<file path="src/rtl/rnd_pkg.sv">
package rnd_pkg;
  typedef enum logic [1:0] {
    RM_NEAR  = 2'b00,
    RM_DOWN  = 2'b01,
    RM_UP    = 2'b10,
    RM_TRUNC = 2'b11
  } rmode_e;

  typedef enum logic [1:0] {
    PC_SHORT = 2'b00,
    PC_RSVD  = 2'b01,
    PC_MID   = 2'b10,
    PC_FULL  = 2'b11
  } prec_e;
endpackage

</file>
<file path="src/rtl/rnd_mask.sv">
module rnd_mask #(
  parameter int W          = 64,
  parameter int SHORT_BITS = 24,
  parameter int MID_BITS   = 53
) (
  input  logic [1:0]   prec_i,
  output logic [W-1:0] drop_mask_o,
  output logic [W-1:0] unit_o
);
  import rnd_pkg::*;
  localparam int CW = $clog2(W + 1);
  localparam logic [CW-1:0] DROP_SHORT = CW'(W - SHORT_BITS);
  localparam logic [CW-1:0] DROP_MID   = CW'(W - MID_BITS);

  logic [CW-1:0] drop_cnt;

  always_comb begin
    unique case (prec_e'(prec_i))
      PC_SHORT: drop_cnt = DROP_SHORT;
      PC_MID:   drop_cnt = DROP_MID;
      default:  drop_cnt = '0;  // full and reserved code
    endcase
  end

  for (genvar i = 0; i < W; i++) begin : g_bit
    assign drop_mask_o[i] = (CW'(i) < drop_cnt);
    assign unit_o[i]      = (CW'(i) == drop_cnt);
  end
endmodule

</file>
<file path="src/rtl/rnd_decide.sv">
module rnd_decide (
  input  logic       sign_i,
  input  logic [1:0] rmode_i,
  input  logic       lsb_i,
  input  logic       guard_i,
  input  logic       sticky_i,
  output logic       inc_o,
  output logic       inexact_o
);
  import rnd_pkg::*;

  assign inexact_o = guard_i | sticky_i;

  always_comb begin
    unique case (rmode_e'(rmode_i))
      RM_NEAR:  inc_o = guard_i & (sticky_i | lsb_i);
      RM_DOWN:  inc_o = sign_i & inexact_o;
      RM_UP:    inc_o = ~sign_i & inexact_o;
      default:  inc_o = 1'b0;
    endcase
  end
endmodule

</file>
<file path="src/rtl/sig_rounder.sv">
module sig_rounder #(
  parameter int W          = 64,
  parameter int SHORT_BITS = 24,
  parameter int MID_BITS   = 53
) (
  input  logic         clk_i,
  input  logic         rst_ni,
  input  logic         sign_i,
  input  logic [W-1:0] sig_i,
  input  logic         guard_i,
  input  logic         sticky_i,
  input  logic [1:0]   rmode_i,
  input  logic [1:0]   prec_i,
  output logic [W-1:0] sig_o,
  output logic         exp_inc_o,
  output logic         inexact_o,
  output logic         round_up_o
);
  import rnd_pkg::*;
  localparam logic [W-1:0] MSB_ONLY = {1'b1, {(W-1){1'b0}}};

  logic [W-1:0] drop_mask, unit, half_bit, below_half, kept;
  logic         lsb, g_eff, s_eff, inc, inexact, carry;
  logic [W-1:0] sum, rounded;

  rnd_mask #(.W(W), .SHORT_BITS(SHORT_BITS), .MID_BITS(MID_BITS)) u_mask (
    .prec_i      (prec_i),
    .drop_mask_o (drop_mask),
    .unit_o      (unit)
  );

  // guard moves up into the significand when bits are dropped
  assign half_bit   = unit >> 1;
  assign below_half = drop_mask & ~half_bit;
  assign lsb        = |(sig_i & unit);
  assign g_eff      = |(sig_i & half_bit) | (unit[0] & guard_i);
  assign s_eff      = |(sig_i & below_half) | sticky_i | (guard_i & ~unit[0]);

  rnd_decide u_dec (
    .sign_i    (sign_i),
    .rmode_i   (rmode_i),
    .lsb_i     (lsb),
    .guard_i   (g_eff),
    .sticky_i  (s_eff),
    .inc_o     (inc),
    .inexact_o (inexact)
  );

  assign kept           = sig_i & ~drop_mask;
  assign {carry, sum}   = {1'b0, kept} + {1'b0, (inc ? unit : '0)};
  assign rounded        = carry ? MSB_ONLY : sum;

  always_ff @(posedge clk_i or negedge rst_ni) begin
    if (!rst_ni) begin
      sig_o      <= '0;
      exp_inc_o  <= 1'b0;
      inexact_o  <= 1'b0;
      round_up_o <= 1'b0;
    end else begin
      sig_o      <= rounded;
      exp_inc_o  <= carry;
      inexact_o  <= inexact;
      round_up_o <= inc;
    end
  end

  p_low_clear_r6: assert property (@(posedge clk_i) disable iff (!rst_ni)
    1'b1 |=> ((sig_o & $past(drop_mask)) == '0));
  p_trunc_no_inc_r5: assert property (@(posedge clk_i) disable iff (!rst_ni)
    (rmode_i == RM_TRUNC) |=> !round_up_o);
  p_down_pos_r3: assert property (@(posedge clk_i) disable iff (!rst_ni)
    (rmode_i == RM_DOWN && !sign_i) |=> !round_up_o);
  p_up_neg_r4: assert property (@(posedge clk_i) disable iff (!rst_ni)
    (rmode_i == RM_UP && sign_i) |=> !round_up_o);
  p_up_inexact_r9: assert property (@(posedge clk_i) disable iff (!rst_ni)
    round_up_o |-> inexact_o);
  p_carry_msb_r10: assert property (@(posedge clk_i) disable iff (!rst_ni)
    exp_inc_o |-> (round_up_o && sig_o == MSB_ONLY));
  p_exact_r8: assert property (@(posedge clk_i) disable iff (!rst_ni)
    (!guard_i && !sticky_i && (sig_i & drop_mask) == '0) |=> (!inexact_o && sig_o == $past(sig_i)));
endmodule

</file>
<file path="config.mk">
export PLATFORM = sky130hd
export DESIGN_NAME = sig_rounder
export DESIGN_NICKNAME = d
export VERILOG_FILES = /design/src/rtl/rnd_pkg.sv /design/src/rtl/rnd_mask.sv /design/src/rtl/rnd_decide.sv /design/src/rtl/sig_rounder.sv
export SDC_FILE = /design/constraint.sdc
export NUM_CORES = 1
export LEC_CHECK = 0
export BUFFER_PORTS_ARGS = -buffer_cell sky130_fd_sc_hd__buf_2
export CAP_MARGIN = 25
export CORE_ASPECT_RATIO = 0.75
export CORE_UTILIZATION = 56
export CTS_BUF_LIST = sky130_fd_sc_hd__clkbuf_2
export DETAILED_ROUTE_END_ITERATION = 6
export PLACE_DENSITY_LB_ADDON = 0.3
export SYNTH_ARGS = -nofsm -noshare
export SYNTH_HDL_FRONTEND = slang
export SYNTH_SLANG_ARGS = --single-unit
</file>
<file path="constraint.sdc">
create_clock -name clk_i -period 0.9 [get_ports clk_i]
set_input_delay 0.18 -clock clk_i [delete_from_list [all_inputs] [get_ports clk_i]]
set_output_delay 0.18 -clock clk_i [all_outputs]
set_load 0.005 [all_outputs]
</file>
==> results of run 1 <==
-- synth_stat cells (all sizes together), types with 2 or more instances --
cell type,n
mux2i,4
or4,2
o31ai,4
nor3b,3
and3,12
dfrtp,67
nand3b,4
nor4,13
o21bai,6
and2,19
nand4,17
inv,5
a21oi,15
xor2,22
nand3,33
a41oi,4
nand2,42
ha,15
and4,4
or2,3
a31oi,2
a21o,3
nor2b,3
clkbuf,7
nor2,58
nor3,11
o21ai,15
or3,6
xnor2,27
o21a,2
buf,8
-- metrics by stage --
step | instances | TNS [ns] | worst slack [ns]
after detailed placement | 828 | -220.79 | -3.46
after global placement | 828 | -209.36 | -3.25
after floorplan | 462 | -178.70 | -2.81
-- kinds of logic after synthesis --
kind of cell / Yosys count / share of synthesized area
DFF: 67 / 0.408
other: 1 / 0.000912
AOI/OAI and AO/OA: 61 / 0.103
buffers and inverters: 20 / 0.0271
and+or+nand+nor: 235 / 0.297
muxes: 4 / 0.00974
xor gates and xnor gates: 49 / 0.104
adders and majority gates: 16 / 0.0505
==> qor.txt, run 1 <==
Last stage: clock tree synthesis (4_1_cts)
Async S/R FF share, synth: 1.00
Die Height: 76.2 um
Starting density of the core: 0.591
Clock Tree Buf Depth: 2
Synth area leader: dfrtp_1
Distinct cells, synth: 56
EDFF count, synth: 0
Mapped cell area: 4110 um^2
IO buf count: 139
Post-CTS sizing: 60
Post-Place Cell Area: 6110 um^2
GPL Wtd Cong: 0.927
Root Buffer: clkbuf_2
Sequential-to-total area share from yosys stat: 0.408
Outcome: stopped before the end
Synth top area cells: dfrtp_1 41%, xnor2_1 5.7%, nor2_1 5.3%
Top_reg_cell synth: dfrtp_1
Num CTS Buffers: 9
Yosys reg bits: 67
Share of the synthesized area in the top cell type: 0.408
Post-CTS Repair Setup Buffers: 15
CTS Sinks: 67
DP HPWL: 11400 um
Cell Rows: 26
# hold bufs at CTS: 16
Stop err: [ERROR DPL-0033] detailed placement checks failed during check placement.
YS warnings: 0
Syn avg cell area: 9.08 um^2
Syn Inst Count: 453
H-Tree Level Count: 3
IO Count: 140
Die Span X: 101 um
==> inputs of run 2 (changes only) <==
- CORE_ASPECT_RATIO: 0.75 -> not set
- CORE_UTILIZATION: 56 -> 40
- CTS_BUF_LIST: sky130_fd_sc_hd__clkbuf_2 -> not set
- PLACE_DENSITY_LB_ADDON: 0.3 -> 0.15
==> run 2 against run 1 <==
Effect of this change: the flow now finishes, with violations (negative setup slack); synthesized cell count is the same; area after synthesis is the same.
==> qor.txt, run 2 <==
Remaining DRCs: 0
Layout area overhead: 63.5%
Pleak: 3.18 nW
Pin count of the biggest net entering global routing: 68
Startpoint types: primary input
Xor/xnor cell area share of the yosys netlist: 0.104
DR WL/cell: 14.8 um
Max FFs per register: 64
Vias in the first global route: 4293
Synth area leader: dfrtp_1
Starting density of the core: 0.417
Crit path time final: 3.74 ns
Data required, critical path: 1.14 ns
Die Area: 10700 um^2
Sequential-to-total area share from yosys stat: 0.408
Core area: 9860 um^2
Final Hold Fails: 0
CTS Sinks: 67
IO buf count: 139
Util after Layout: 0.682
Drt pass-1 iters: 4
Worst Path Class, Setup: in2reg
Total GRT Usage: 0.257
Biggest register: sig_o
Maximum VDD drop: 0.000756 V
EDFF count, synth: 0
Clock-pin slew of the registers on the worst-case setup and hold paths: 0.08 ns
Synth cell count leaders: 67 x dfrtp_1, 58 x nor2_1, 41 x nand2_1
Hold Path Class: in2reg
Clock Tree Buf Depth: 2
Syn avg cell area: 9.08 um^2
Synth top area cells: dfrtp_1 41%, xnor2_1 5.7%, nor2_1 5.3%
Crit path to: sig_o[12]
Commonest non-fill, non-tap cell in the layout: buf_4
YS warnings: 0
Routed WL: 13200 um
Critical path depth: 18
Largest family of logic cells by synthesized area: simple AND/OR/NAND/NOR gates
Worst slack, placed: -3.53 ns
Mapped cell area: 4110 um^2
DR vias/cell: 5.06
Filler cells: 804
Share of the synthesized area in the top cell type: 0.408
Crit path cell chain: buf_2 > mux2i_1 > nor2_1 > a21oi_1 > or3b_2 > o22ai_2 > and2_1 > ha_2 > fa_2 > a41oi_2 > or4_4 > a2111o_1 > o31ai_4 > nand2_2 > nor3_4 > buf_6 > clkbuf_16 > nor2_1
IO Count: 140
Most frequent cells in the layout: 145 x buf_4, 137 x buf_2, 67 x dfrtp_1
Max-cap violations: 0
Die Height: 103 um
GPL Wtd Cong: 0.895
Cell Rows: 36
Distinct cells, synth: 56
Slew HR: 0.638
Maximum clock frequency: 0.268 GHz
Synthesized-area fraction occupied by adder cells: 0.0505
Failing checks: negative setup slack
Outcome: finished with violations
H-Tree Level Count: 3
CTS tree: yes
Simple logic cell fraction of the synthesized area: 0.297
Most frequent cell after synthesis: dfrtp_1
Async S/R FF share, synth: 1.00
Layout cell share with drive strength beyond 1: 0.487
Setup ws final: -2.84 ns
CP peak stage delay: 0.57 ns
Portion of netlist area occupied by mux cells: 0.00974
DP HPWL: 9760 um
Routed vias: 4506
Total power: 0.00811 W
Tcrit/Tclk final: 4.15
CP startpoint: sig_i[10]
Syn Inst Count: 453
Hold_ws: 0.107 ns
WP data arrival: 3.98 ns
RSZ-0062 raised after global routing: true
Yosys reg bits: 67
PwrDens: 1210 nW/um^2
Root Buffer: clkbuf_8
Grt ovf: 0
Complex-gate fraction of the synthesized area: 0.103
Fin nets: 841
CP bufs+invs: 3
Wire length of the first global-routing pass: 20700 um
Total inserted antenna cells: 0
Slowest stage cell, crit path: or4_4
Most used cell, CP: nor2_1
Num CTS Buffers: 9
Worst Path Max Fanout: 7
Endpoints failing setup: 134
Slew @ Worst Pin: 0.542 ns
Top_reg_cell synth: dfrtp_1
Worst setup EP type: flip-flop
Top Family by Delay on Critical Path: simple AND/OR/NAND/NOR gates
Slew Viols, Final: 0
Die Span X: 103 um
Final ANT Viol Nets: 0
Antenna violations before repair: 0
Drt initial violations: 129
-- run 2: cell counts after synthesis --
No cell type changed its count.
-- run 2: cell families after synthesis --
| group | count (synthesis) |
|---|---|
| AO/OA/AOI/OAI | 61 |
| XOR/XNOR | 49 |
| adder cells (fa/ha/maj) | 16 |
| buffers and inverters | 20 |
| flip-flops | 67 |
| multiplexers | 4 |
| other | 1 |
| AND/OR/NAND/NOR | 235 |
-- run 2: stage by stage --
| step | instances | TNS (ns) | area, um^2 |
|---|---|---|---|
| after floorplan | 462 | -178.70 | 4260 |
| after global placement | 862 | -212.00 | 6150 |
| after detailed placement | 862 | -225.91 | 6150 |
| after CTS | 889 | -188.55 | 6630 |
| after global routing | 890 | -204.03 | 6730 |
| final | 890 | -188.12 | 6730 |
-- run 2: worst min path at each step --
stage / end / cells after the start / slack (ns) / start
floorplan: exp_inc_o / 0 / -0.12 / rst_ni
global placement: sig_o[29] / 2 / 0.23 / rst_ni
detailed placement: sig_o[32] / 2 / 0.23 / rst_ni
CTS: sig_o[49] / 3 / 0.1 / sig_i[49]
global route: sig_o[52] / 3 / 0.11 / sig_i[52]
finish: sig_o[52] / 3 / 0.11 / sig_i[52]
-- run 2: worst min-delay path: cells and delay by family --
kind                   cells  cell delay, ns
buffers and inverters      2            0.19
XOR/XNOR                   1            0.06
-- run 2: layout make-up --
class	instances	area, um^2	share of cell area
multi-input combinational	375	2680	0.398
timing repair buffer	294	1980	0.294
sequential	67	1680	0.249
tap	133	166	0.0247
clock buffer	10	128	0.0190
clock inverter	6	80.1	0.0119
inverter	5	18.8	0.00279
-- run 2: layer usage --
metal  part of all wire  global-route usage
met1               0.43               0.330
met2               0.48               0.423
met3              0.066              0.0571
met4              0.023              0.0943
met5                  0                   0
-- run 2: repair_timing --
action,4_1_cts,5_1_grt
endpoints found under the hold margin,67,0
cloned,2,1
pin swaps,11,8
endpoints found under the setup margin,134,134
buffers inserted,8,2
gates resized for setup,31,27
hold buffers,1,0
-- run 2: power by group --
part | total [W] | switching, W | internal [W]
Clock | 0.00274 | 0.00119 | 0.00154
Sequential | 0.00331 | 0.0000595 | 0.00325
Combinational | 0.00207 | 0.00101 | 0.00106
Power figures use the tool's default switching activity.
